File: src/rtl/frame_tx_pkg.sv
`timescale 1ns/1ps
package frame_tx_pkg;
  localparam int IDX_W = 8;

  typedef struct packed {
    logic             capture;
    logic             loadByte;
    logic             nextBit;
    logic             showFirst;
    logic             showSecond;
    logic             endFrame;
    logic [IDX_W-1:0] byteSel;
  } txStrobes_t;
endpackage

File: src/rtl/frame_tx_ctrl.sv
`timescale 1ns/1ps
module frame_tx_ctrl
  import frame_tx_pkg::*;
#(
  parameter int TOTAL_BYTES = 75
) (
  input  logic       clk,
  input  logic       rstN,
  input  logic       start,
  input  logic       halfTick,
  output txStrobes_t strb,
  output logic       busy,
  output logic       done
);
  localparam logic [IDX_W-1:0] LAST_IDX = IDX_W'(TOTAL_BYTES - 1);
  localparam logic [IDX_W-1:0] ONE_IDX  = IDX_W'(1);

  typedef enum logic [1:0] {S_IDLE, S_ARMED, S_SEND} ctrlState_t;

  ctrlState_t       stateQ, stateD;
  logic [IDX_W-1:0] byteIdxQ;
  logic [2:0]       bitIdxQ;
  logic             secondHalfQ;

  always_comb begin
    strb         = '0;
    strb.byteSel = byteIdxQ;
    stateD       = stateQ;
    unique case (stateQ)
      S_IDLE: begin
        strb.capture = start;
        if (start) stateD = S_ARMED;
      end
      S_ARMED: begin
        if (halfTick) begin
          strb.loadByte  = 1'b1;
          strb.byteSel   = '0;
          strb.showFirst = 1'b1;
          stateD         = S_SEND;
        end
      end
      S_SEND: begin
        if (halfTick) begin
          if (!secondHalfQ) begin
            strb.showSecond = 1'b1;
          end else if (bitIdxQ != 3'd7) begin
            strb.nextBit   = 1'b1;
            strb.showFirst = 1'b1;
          end else if (byteIdxQ == LAST_IDX) begin
            strb.endFrame = 1'b1;
            stateD        = S_IDLE;
          end else begin
            strb.loadByte  = 1'b1;
            strb.byteSel   = byteIdxQ + ONE_IDX;
            strb.showFirst = 1'b1;
          end
        end
      end
      default: stateD = S_IDLE;
    endcase
  end

  always_ff @(posedge clk or negedge rstN) begin
    if (!rstN) begin
      stateQ      <= S_IDLE;
      byteIdxQ    <= '0;
      bitIdxQ     <= '0;
      secondHalfQ <= 1'b0;
      done        <= 1'b0;
    end else begin
      stateQ <= stateD;
      done   <= strb.endFrame;
      if (strb.loadByte) begin
        byteIdxQ <= strb.byteSel;
        bitIdxQ  <= '0;
      end else if (strb.nextBit) begin
        bitIdxQ <= bitIdxQ + 3'd1;
      end
      if (strb.showFirst) secondHalfQ <= 1'b0;
      else if (strb.showSecond) secondHalfQ <= 1'b1;
    end
  end

  assign busy = (stateQ != S_IDLE);
endmodule

File: src/rtl/frame_tx_dp.sv
`timescale 1ns/1ps
module frame_tx_dp
  import frame_tx_pkg::*;
#(
  parameter int          PRE_LEN    = 65,
  parameter logic [7:0]  PRE_BYTE   = 8'h7E,
  parameter logic [7:0]  SOF_BYTE   = 8'hAA,
  parameter int          ADDR_BYTES = 4,
  parameter int          CNT_BYTES  = 2,
  parameter logic [15:0] CRC_POLY   = 16'hA001
) (
  input  logic                    clk,
  input  logic                    rstN,
  input  txStrobes_t              strb,
  input  logic [8*ADDR_BYTES-1:0] addrIn,
  input  logic [7:0]              statusIn,
  input  logic [8*CNT_BYTES-1:0]  countIn,
  output logic                    line
);
  localparam int MSG_BYTES = 1 + ADDR_BYTES + 1 + CNT_BYTES;
  localparam int SOF_IDX   = PRE_LEN;
  localparam int CRC_IDX   = PRE_LEN + MSG_BYTES;

  logic [8*ADDR_BYTES-1:0] addrQ;
  logic [7:0]              statusQ;
  logic [8*CNT_BYTES-1:0]  countQ;
  logic [7:0]              shiftQ;
  logic [15:0]             crcQ;
  logic                    inCrcQ;
  logic                    lineQ;

  logic [7:0] msgByte [MSG_BYTES];
  logic [7:0] pickByte;
  logic       pickInCrc;
  logic       newBit;

  assign msgByte[0] = SOF_BYTE;
  for (genvar a = 0; a < ADDR_BYTES; a++) begin : g_addrLane
    assign msgByte[1 + a] = addrQ[8*(ADDR_BYTES-1-a) +: 8];
  end
  assign msgByte[1 + ADDR_BYTES] = statusQ;
  for (genvar c = 0; c < CNT_BYTES; c++) begin : g_cntLane
    assign msgByte[2 + ADDR_BYTES + c] = countQ[8*(CNT_BYTES-1-c) +: 8];
  end

  function automatic logic [15:0] crcStep(input logic [15:0] cur, input logic b);
    logic [15:0] nxt;
    nxt = {1'b0, cur[15:1]};
    if (cur[0] ^ b) nxt = nxt ^ CRC_POLY;
    return nxt;
  endfunction

  always_comb begin
    pickByte  = PRE_BYTE;
    pickInCrc = 1'b0;
    for (int k = 0; k < MSG_BYTES; k++) begin
      if (int'(strb.byteSel) == SOF_IDX + k) begin
        pickByte  = msgByte[k];
        pickInCrc = 1'b1;
      end
    end
    if (int'(strb.byteSel) == CRC_IDX)     pickByte = crcQ[7:0];
    if (int'(strb.byteSel) == CRC_IDX + 1) pickByte = crcQ[15:8];
  end

  assign newBit = strb.loadByte ? pickByte[0] : shiftQ[1];

  always_ff @(posedge clk or negedge rstN) begin
    if (!rstN) begin
      addrQ   <= '0;
      statusQ <= '0;
      countQ  <= '0;
      shiftQ  <= '0;
      crcQ    <= '0;
      inCrcQ  <= 1'b0;
      lineQ   <= 1'b0;
    end else begin
      if (strb.capture) begin
        addrQ   <= addrIn;
        statusQ <= statusIn;
        countQ  <= countIn;
        crcQ    <= '0;
        inCrcQ  <= 1'b0;
      end
      if (strb.loadByte) begin
        shiftQ <= pickByte;
        inCrcQ <= pickInCrc;
        if (pickInCrc) crcQ <= crcStep(crcQ, pickByte[0]);
      end else if (strb.nextBit) begin
        shiftQ <= {1'b0, shiftQ[7:1]};
        if (inCrcQ) crcQ <= crcStep(crcQ, shiftQ[1]);
      end
      if (strb.showFirst)       lineQ <= ~newBit;
      else if (strb.showSecond) lineQ <= shiftQ[0];
      else if (strb.endFrame)   lineQ <= 1'b0;
    end
  end

  assign line = lineQ;
endmodule

File: src/rtl/frame_tx.sv
`timescale 1ns/1ps
module frame_tx
  import frame_tx_pkg::*;
#(
  parameter int          PRE_LEN    = 65,
  parameter logic [7:0]  PRE_BYTE   = 8'h7E,
  parameter logic [7:0]  SOF_BYTE   = 8'hAA,
  parameter int          ADDR_BYTES = 4,
  parameter int          CNT_BYTES  = 2,
  parameter logic [15:0] CRC_POLY   = 16'hA001
) (
  input  logic                    clk,
  input  logic                    rstN,
  input  logic                    start,
  input  logic                    halfTick,
  input  logic [8*ADDR_BYTES-1:0] addrIn,
  input  logic [7:0]              statusIn,
  input  logic [8*CNT_BYTES-1:0]  countIn,
  output logic                    line,
  output logic                    busy,
  output logic                    done
);
  localparam int TOTAL_BYTES = PRE_LEN + 1 + ADDR_BYTES + 1 + CNT_BYTES + 2;

  txStrobes_t strb;

  frame_tx_ctrl #(.TOTAL_BYTES(TOTAL_BYTES)) u_ctrl (
    .clk(clk), .rstN(rstN), .start(start), .halfTick(halfTick),
    .strb(strb), .busy(busy), .done(done)
  );

  frame_tx_dp #(
    .PRE_LEN(PRE_LEN), .PRE_BYTE(PRE_BYTE), .SOF_BYTE(SOF_BYTE),
    .ADDR_BYTES(ADDR_BYTES), .CNT_BYTES(CNT_BYTES), .CRC_POLY(CRC_POLY)
  ) u_dp (
    .clk(clk), .rstN(rstN), .strb(strb), .addrIn(addrIn),
    .statusIn(statusIn), .countIn(countIn), .line(line)
  );
endmodule

File: config.mk
export PLATFORM = sky130hd
export DESIGN_NAME = frame_tx
export DESIGN_NICKNAME = d
export VERILOG_FILES = /design/src/rtl/frame_tx_pkg.sv /design/src/rtl/frame_tx_ctrl.sv /design/src/rtl/frame_tx_dp.sv /design/src/rtl/frame_tx.sv
export SDC_FILE = /design/constraint.sdc
export NUM_CORES = 1
export LEC_CHECK = 0
export BUFFER_PORTS_ARGS = -buffer_cell sky130_fd_sc_hd__buf_2
export CORE_MARGIN = 1
export CORE_UTILIZATION = 25
export CTS_CLUSTER_DIAMETER = 120
export DETAILED_ROUTE_END_ITERATION = 8
export GPL_ROUTABILITY_DRIVEN = 0
export PLACE_DENSITY = 0.42
export SLEW_MARGIN = 20
export SYNTH_ARGS = -nofsm -noshare
export SYNTH_HDL_FRONTEND = slang
export SYNTH_HIERARCHICAL = 1
export SYNTH_SLANG_ARGS = --single-unit
export TNS_END_PERCENT = 10
File: constraint.sdc
create_clock -name clk -period 3.93 [get_ports clk]
set_input_delay 0.393 -clock clk [delete_from_list [all_inputs] [get_ports clk]]
set_output_delay 0.393 -clock clk [all_outputs]
set_load 0.005 [all_outputs]
=== Yosys cells after proc, flatten, opt, wreduce, memory -nomap -nowiden ===
Index checks and enable logic that the tools add are counted.
Widths: inputs -> output; s select.

* Register bits after elaboration: 97
* Bits of input ports: 60
* Output and inout bits: 3
* Logic and storage cells: 108

* Add/sub/neg operators: 2
* Equal/unequal tests: 20
* Mux-type cells: 63
* Bitwise logic cells: 4
* Reduce and logical (&&, ||, !) cells: 7

{| class="wikitable"
|+ Operators with widths
! cell !! count
|-
| $mux 16 || 7
|-
| $mux 8 || 14
|-
| $eq 8x8->1 const B || 10
|-
| $mux 1 || 25
|-
| $mux 9 || 2
|-
| $pmux 8 s2 || 1
|-
| $mux 2 || 7
|-
| $mux 13 || 1
|-
| $mux 3 || 3
|-
| $add 8x1->8 const B || 1
|-
| $eq 8x7->1 const B || 1
|-
| $ne 2x2->1 const B || 4
|-
| $reduce_bool 2->1 || 4
|-
| $pmux 2 s3 || 1
|-
| $reduce_and 6->1 || 1
|-
| $ne 2x1->1 const B || 2
|-
| $pmux 1 s2 || 2
|-
| $add 3x1->3 const B || 1
|-
| $ne 3x3->1 const B || 1
|-
| $not 2->3 || 1
|-
| $reduce_bool 3->1 || 1
|-
| $eq 2x1->1 const B || 1
|-
| $eq 2x2->1 const B || 1
|-
| $logic_not 2->1 || 1
|-
| other kinds (2) || 3
|}

=== Logic depth before layout (Yosys ltp) ===
Gate-level depths: netlist of run 1.

* Word-level depth: 21
* Depth in mapped cells: 16
* Depth with buffers taken out: 12

=== Hierarchy ===
The synthesis of run 1 kept the hierarchy.

{| class="wikitable"
|+ By module, submodules not included
! module !! times used !! cells an instance !! area an instance (µm²) !! sequential area each (µm²)
|-
| frame_tx_dp || 1 || 411 || 4,334.2 || 2,052.0
|-
| frame_tx_ctrl || 1 || 123 || 1,073.5 || 375.4
|}

=== Worst setup path before layout of run 1 ===
OpenSTA, ideal clock, no wires.

* Path type: flip-flop to flip-flop
* Start: reg u_ctrl.byteIdxQ[0]
* End: reg u_dp.shiftQ[2]
* Library setup time: 120 ps
* Data arrival time: 3,173 ps
* Data required time: 3,810 ps
* Setup slack: 637 ps
* Stages on the path, launching flop included: 14
* Buffers on the path: 4
* Clock period less this slack: 3,293 ps
* Path through: dfrtp_1 > inv_1 > ha_1 > or4b_4 > o21ai_0 > a21oi_1 > mux2i_1 > buf_6 > clkbuf_1 > clkbuf_1 > buf_2 > mux2_2 > a31oi_1 > nand2_1

{| class="wikitable"
|+ RTL lines
! element !! RTL line !! text
|-
| from (decl) || frame_tx_ctrl.sv:21 || <nowiki>logic [IDX_W-1:0] byteIdxQ;</nowiki>
|-
| from (signal assigned) || frame_tx_ctrl.sv:74 || <nowiki>byteIdxQ <= strb.byteSel;</nowiki>
|-
| to (signal assigned) || frame_tx_dp.sv:86 || <nowiki>shiftQ <= pickByte;</nowiki>
|-
| to (signal assigned) || frame_tx_dp.sv:90 || <nowiki>shiftQ <= {1'b0, shiftQ[7:1]};</nowiki>
|-
| to (decl) || frame_tx_dp.sv:27 || <nowiki>logic [7:0] shiftQ;</nowiki>
|}

==> results of run 1 <==
[worst paths after layout]
path | start | end | slack [ns] | cells after the start
setup / recovery | u_ctrl/byteIdxQ[0]$_DFFE_PN0P_ | u_dp/crcQ[13]$_DFF_PN0_ | 0.23 | 13
hold / removal | rstN | u_dp/countQ[4]$_DFFE_PN0P_ | 0.12 | 2
setup reg to reg | u_ctrl/byteIdxQ[0]$_DFFE_PN0P_ | u_dp/crcQ[13]$_DFF_PN0_ | 0.23 | 13
hold reg to reg | u_dp/inCrcQ$_DFFE_PN0P_ | u_dp/inCrcQ$_DFFE_PN0P_ | 0.48 | 2
max in group asynchronous | rstN | u_dp/addrQ[16]$_DFFE_PN0P_ | 3.28 | 2
min in group clk | addrIn[18] | u_dp/addrQ[18]$_DFFE_PN0P_ | 0.25 | 3
[metal layers]
metal	GRT usage, %	vias to the layer above	wire (um)
met4	5.77	0	346
li1	-	2065	-
met5	0	-	0
met3	2.20	21	740
met2	20.7	149	6380
met1	19.9	2122	7080
[layout by cell type, fill, tap and decap left out, types with 5 or more instances in the layout]
cell type  netlist  routed
nand2b_1        25      25
nand3_1         20      20
inv_1           16      16
a21oi_1         19      19
nor4_1           6       6
o211ai_1         8       8
nor2_1          26      26
clkbuf_16        0       9
mux2_2          61      61
buf_4            1      20
o21ai_0         44      44
ha_1             8       8
o21a_1           6       6
a221oi_1         5       5
dfrtp_1         97      97
buf_2            6      61
o22ai_1         13      12
nand2_1         47      47
a22oi_1          5       5
mux2i_1          9       8
[metrics by stage]
step | total power [W] | instances | util [%]
after floorplan | 0.00307 | 534 | -
after global placement | 0.00366 | 858 | 28.7
after detailed placement | 0.00371 | 858 | 28.7
after CTS | 0.00475 | 873 | 30.3
after global routing | 0.00503 | 873 | 30.4
final | 0.00470 | 873 | 30.4
[layout make-up]
| type | instances | area, um^2 |
|---|---|---|
| fill | 2231 | 14700 |
| multi-input combinational | 388 | 2790 |
| sequential | 97 | 2430 |
| timing repair buffer | 81 | 455 |
| tap | 275 | 344 |
| clock buffer | 9 | 225 |
| clock inverter | 6 | 115 |
| inverter | 17 | 63.8 |
[power by group through the flow]
stage | clock [W] | sequential, W | combinational (W)
3_5_place_dp | 0 | 0.00170 | 0.00201
6_report | 0.00102 | 0.00167 | 0.00201
3_3_place_gp | 0 | 0.00169 | 0.00197
4_1_cts | 0.00105 | 0.00168 | 0.00202
5_1_grt | 0.00109 | 0.00173 | 0.00221
2_1_floorplan | 0 | 0.00158 | 0.00150
[worst register-to-register path, stage by stage, from the launching register on]
cell and delay [ns]:
dfrtp_1 0.45, inv_1 0.13, ha_1 0.19, or4b_4 0.50
o21ai_0 0.30, a21oi_1 0.22, mux2i_4 0.26, buf_4 0.22
nand2_1 0.11, o311ai_0 0.32, a221o_1 0.27, a2111oi_4 0.09
or4_1 0.49, nand3_1 0.09
[cells by family (layout without fill, tap and decap cells)]
logic type,Yosys count,count (layout)
multiplexers,72,72
buffers and inverters,49,113
adder cells (fa/ha/maj),8,8
XOR/XNOR,5,5
AND/OR/NAND/NOR,165,165
AO/OA/AOI/OAI,138,138
flip-flops,97,97
[flip-flops by register name (all words and copies together) (netlist names)]
signal,count
u_dp/addrQ,32
u_dp/countQ,16
u_dp/crcQ,16
u_ctrl/byteIdxQ,8
u_dp/shiftQ,8
u_dp/statusQ,8
u_ctrl/bitIdxQ,3
u_ctrl/stateQ,2
u_ctrl/done,1
u_ctrl/secondHalfQ,1
u_dp/inCrcQ,1
u_dp/line,1
==> impl_metrics.json, run 1 <==
{
  "status": "finished, final reports clean",
  "synth-xor-area-share_pct": 0.810,
  "setup_tns_ns": 0,
  "switching_share_pct": 37.5,
  "cts_max_path_buffers": 2,
  "worst_clock_skew_ns": 0.00559,
  "ys.flop_type": "dfrtp_1",
  "cp.arrival_ns": 3.98,
  "p_leak_nw": 2.63,
  "placed_area_um2": 6060,
  "clkTransAtPathRegs_ns": 0.07,
  "required_ns": 4.21,
  "syn-cell-area_um2": 5410,
  "synth.area.top_cells": "dfrtp_1 45%, mux2_2 13%, o21ai_0 4.1%, nand2_1 3.3%, nand2b_1 2.9%",
  "cts_buffers": 9,
  "cts_resized": 0,
  "synth_mux_area_share_pct": 14.8,
  "hold_path_class": "in -> async",
  "die_width_um": 149,
  "hold_ws_ns": 0.121,
  "cp_num_buf_inv": 2,
  "grt_pass1_vias": 4320,
  "grt_use_total_pct": 13.9,
  "cpMaxStageDelayCell": "or4b_4",
  "ant_nets": 0,
  "relSlewSlack_pct": 51.6,
  "worstMarginPinSlew_ns": 0.726,
  "crit_chain": "inv_1, ha_1, or4b_4, o21ai_0, a21oi_1, mux2i_4, buf_4, nand2_1, o311ai_0, a221o_1, a2111oi_4, or4_1, nand3_1",
  "drive_gt1_share_pct": 30.1,
  "synth_cell_types": 71,
  "viasPerCell": 4.99,
  "p_int_w": 0.00294,
  "critPathMaxFanout": 9,
  "drt-pass1-iter-count": 5,
  "maxCapViolations": 0,
  "synth-adder-area-share_pct": 1.85,
  "pwr-share-clk_pct": 21.6,
  "cts_tree": "built",
  "clkLatencyLatePin_ns": 0.35,
  "synthCells": 534,
  "die_h_um": 149,
  "power.net_switching_w": 0.00176,
  "routed_wl_um": 14500,
  "grt_overflow": 0,
  "fp-row-count": 53,
  "synth_common_cells": "97 x dfrtp_1, 61 x mux2_2, 47 x nand2_1",
  "powerDensity_nw_per_um2": 733,
  "endpoint_kind": "flop",
  "yosysMostFrequentCell": "dfrtp_1",
  "syn_to_final_growth_pct": 18.6,
  "p_seq_share_pct": 35.6,
  "combPwrFrac_pct": 42.7,
  "avgSynthCellArea_um2": 10.1,
  "wl_per_cell_um": 16.7,
  "drt_iter0_drc": 352,
  "final.min_clock_period_ns": 3.70,
  "grt_max_degree": 57,
  "cts_hold_buffers": 0,
  "yosys.area.top_type": "dfrtp_1",
  "antenna_cells": 0,
  "ys_seq_area_share_pct": 44.9,
  "fmax_mhz": 270,
  "critPathKind": "reg -> reg",
  "die-area_um2": 22200,
  "postCtsSetupBuffers": 0,
  "max_stage_delay_ns": 0.50,
  "period_share_pct": 94.1,
  "drc": 0,
  "startpoint_type": "flop",
  "crit_family": "compound AO/OA/AOI/OAI gates",
  "place_ws_ns": 0.267,
  "post-dp-hpwl_um": 10900,
  "synth_compound_area_share_pct": 17.0,
  "cts_htree_levels": 3,
  "rsz0062_at_grt": "false",
  "layout_setup_ws_ns": 0.231,
  "antenna_found_initial": 0,
  "initial_core_util_pct": 25.6,
  "finish.net_count": 662,
  "final_area_um2": 6420,
  "clkSinkCount": 97,
  "io_buffers": 62,
  "synth_simple_gate_area_share_pct": 16.2,
  "cts-root-buf": "clkbuf_16",
  "ys_warn_count": 6,
  "final_max_slew_viol_count": 0,
  "setup_violations": 0,
  "synth_seq_cells": 97,
  "vdd_drop_max_mv": 0.236,
  "grt_pass1_wl_um": 24000,
  "core_um2": 21100,
  "io_pins": 63,
  "vias": 4357,
  "synth_top_family_by_area": "compound AO/OA/AOI/OAI gates",
  "final_hold_viol_count": 0,
  "syn-num-nets": 602,
  "synthArstFlopShare_pct": 100,
  "synth_edf_count": 0,
  "synth_top_area_share_pct": 44.9
}
Note: power is estimated with default switching activity, not from simulation.
==> inputs of run 2 (changes only) <==
--- a/config.mk
+++ b/config.mk
@@ -12,6 +12,7 @@
 export DETAILED_ROUTE_END_ITERATION = 8
 export GPL_ROUTABILITY_DRIVEN = 0
 export PLACE_DENSITY = 0.42
+export REMOVE_ABC_BUFFERS = 1
 export SLEW_MARGIN = 20
 export SYNTH_ARGS = -nofsm -noshare
 export SYNTH_HDL_FRONTEND = slang
==> impl_metrics.json, run 2 (synthesized netlist as in run 1, its figures left out) <==
{
  "status": "finished, final reports clean",
  "die_h_um": 149,
  "drive_gt1_share_pct": 30.3,
  "cp_num_buf_inv": 0,
  "cts_buffers": 9,
  "switching_share_pct": 37.6,
  "fmax_mhz": 274,
  "layout_common_cells": "97 x dfrtp_1, 61 x buf_2, 61 x mux2_2",
  "max_stage_delay_ns": 0.68,
  "relSlewSlack_pct": 32.3,
  "die-area_um2": 22200,
  "pwr-share-clk_pct": 20.6,
  "layout_commonest_cell": "dfrtp_1",
  "powerDensity_nw_per_um2": 731,
  "setup_violations": 0,
  "drt-pass1-iter-count": 5,
  "grt_max_degree": 46,
  "reg2regPathDepth": 12,
  "fp-row-count": 53,
  "antenna_found_initial": 0,
  "top_regs": "u_dp/addrQ x32, u_dp/countQ x16, u_dp/crcQ x16",
  "grt_pass1_vias": 4379,
  "top_layer": "met4",
  "rr_startpoint": "u_ctrl/bitIdxQ[0]$_DFFE_PN0P_",
  "largest_register_ffs": 32,
  "grt_overflow": 0,
  "p_leak_nw": 2.65,
  "cts-root-buf": "clkbuf_16",
  "io_pins": 63,
  "maxCapViolations": 0,
  "postCtsSetupBuffers": 0,
  "die_width_um": 149,
  "hold_path_class": "in -> reg",
  "wl_per_cell_um": 17.2,
  "critPathMaxFanout": 11,
  "viasPerCell": 4.97,
  "reg2reg_slack_ns": 0.28,
  "endpoint_kind": "flop",
  "initial_core_util_pct": 25.6,
  "startpoint_type": "flop",
  "timing.rr.end": "u_dp/crcQ[15]$_DFF_PN0_",
  "grt_pass1_wl_um": 24200,
  "drc": 0,
  "worstSetupEndpoint": "u_dp/crcQ[15]$_DFF_PN0_",
  "antenna_cells": 0,
  "largest-register": "u_dp/addrQ",
  "cpMaxStageDelayCell": "or4b_4",
  "clkLatencyLatePin_ns": 0.35,
  "finish.net_count": 665,
  "ant_nets": 0,
  "power.net_switching_w": 0.00178,
  "clkSinkCount": 97,
  "required_ns": 4.17,
  "vdd_drop_max_mv": 0.256,
  "crit_chain": "ha_1, ha_1, nand4_1, or2_2, a21oi_1, o21ai_0, or4b_4, nor2_2, nor2_1, a2111oi_4, nor3b_1, o22a_1",
  "crit_top_cell": "ha_1",
  "worstMarginPinSlew_ns": 1.02,
  "final.min_clock_period_ns": 3.65,
  "period_share_pct": 92.9,
  "syn_to_final_growth_pct": 19.4,
  "drt_iter0_drc": 202,
  "cp.arrival_ns": 3.89,
  "setup_tns_ns": 0,
  "cts_htree_levels": 3,
  "crit_family": "simple AND/OR/NAND/NOR gates",
  "post-dp-hpwl_um": 11400,
  "io_buffers": 62,
  "critPathKind": "reg -> reg",
  "p_int_w": 0.00294,
  "core_um2": 21100,
  "cts_tree": "built",
  "wl_met1_um": 6960,
  "clkTransAtPathRegs_ns": 0.07,
  "combPwrFrac_pct": 43.8,
  "routed_wl_um": 15000,
  "route.met2.wl_um": 7230,
  "path_depth": 12,
  "p_seq_share_pct": 35.7,
  "cts_max_path_buffers": 2,
  "final_max_slew_viol_count": 0,
  "vias": 4352,
  "final_hold_viol_count": 0,
  "post-route-util_pct": 30.6,
  "worst_clock_skew_ns": 0.00741,
  "grt_use_total_pct": 14.2,
  "wl_met3_um": 723,
  "cp-startpoint": "u_ctrl/bitIdxQ[0]$_DFFE_PN0P_"
}
run 2: per-layer routing:
metal  vias to the layer above  track usage (%)
li1                       2076                -
met1                      2164             18.8
met2                       104             23.3
met3                         8             3.64
met4                         0             3.06
met5                         -                0
run 2: how the worst min path moves through the flow:
| stage | from | endpoint | slack (ns) | cells after the start |
|---|---|---|---|---|
| final | addrIn[22] | u_dp/addrQ[22]$_DFFE_PN0P_ | 0.26 | 3 |
| after global routing | statusIn[5] | u_dp/statusQ[5]$_DFFE_PN0P_ | 0.25 | 2 |
| after CTS | addrIn[18] | u_dp/addrQ[18]$_DFFE_PN0P_ | 0.25 | 3 |
| after detailed placement | rstN | u_ctrl/stateQ[1]$_DFFE_PN0P_ | 0.37 | 1 |
| after global placement | rstN | u_ctrl/stateQ[1]$_DFFE_PN0P_ | 0.36 | 1 |
| after floorplan | rstN | u_ctrl/bitIdxQ[0]$_DFFE_PN0P_ | 0.1 | 0 |
run 2: worst reg2reg max path, cell delays in order, from the launching register on:
cell,delay [ns]
dfrtp_1,0.37
ha_1,0.17
ha_1,0.24
nand4_1,0.19
or2_2,0.36
a21oi_1,0.14
o21ai_0,0.17
or4b_4,0.68
nor2_2,0.39
nor2_1,0.13
a2111oi_4,0.41
nor3b_1,0.10
o22a_1,0.20
run 2: layout make-up:
| cell class | count | area (um^2) |
|---|---|---|
| timing repair buffer | 84 | 518 |
| inverter | 17 | 63.8 |
| sequential | 97 | 2430 |
| multi-input combinational | 388 | 2780 |
| tap | 275 | 344 |
| clock inverter | 5 | 86.3 |
| clock buffer | 10 | 239 |
| fill | 2231 | 14600 |
run 2: repair_timing:
item,CTS,global route
endpoints found under the setup margin,0,3
hold buffers,1,0
endpoints found under the hold margin,30,0
resized for setup,0,1
run 2: through the flow:
step | total power, W | hold WS (ns) | instances | area, um^2 | setup slack, ns
after floorplan | 0.00300 | 0.0974 | 502 | 5230 | -0.719
after global placement | 0.00374 | 0.365 | 860 | 6110 | 0.346
after detailed placement | 0.00377 | 0.370 | 860 | 6110 | 0.212
after CTS | 0.00477 | 0.252 | 876 | 6440 | 0.209
after global routing | 0.00505 | 0.250 | 876 | 6460 | -0.00339
final | 0.00472 | 0.260 | 876 | 6460 | 0.280
run 2: power groups by stage:
| stage | clock [W] | sequential (W) | combinational, W |
|---|---|---|---|
| CTS | 0.00100 | 0.00169 | 0.00208 |
| floorplan | 0 | 0.00158 | 0.00142 |
| detailed placement | 0 | 0.00171 | 0.00207 |
| global placement | 0 | 0.00170 | 0.00204 |
| global route | 0.00105 | 0.00174 | 0.00226 |
| finish | 0.000970 | 0.00168 | 0.00207 |
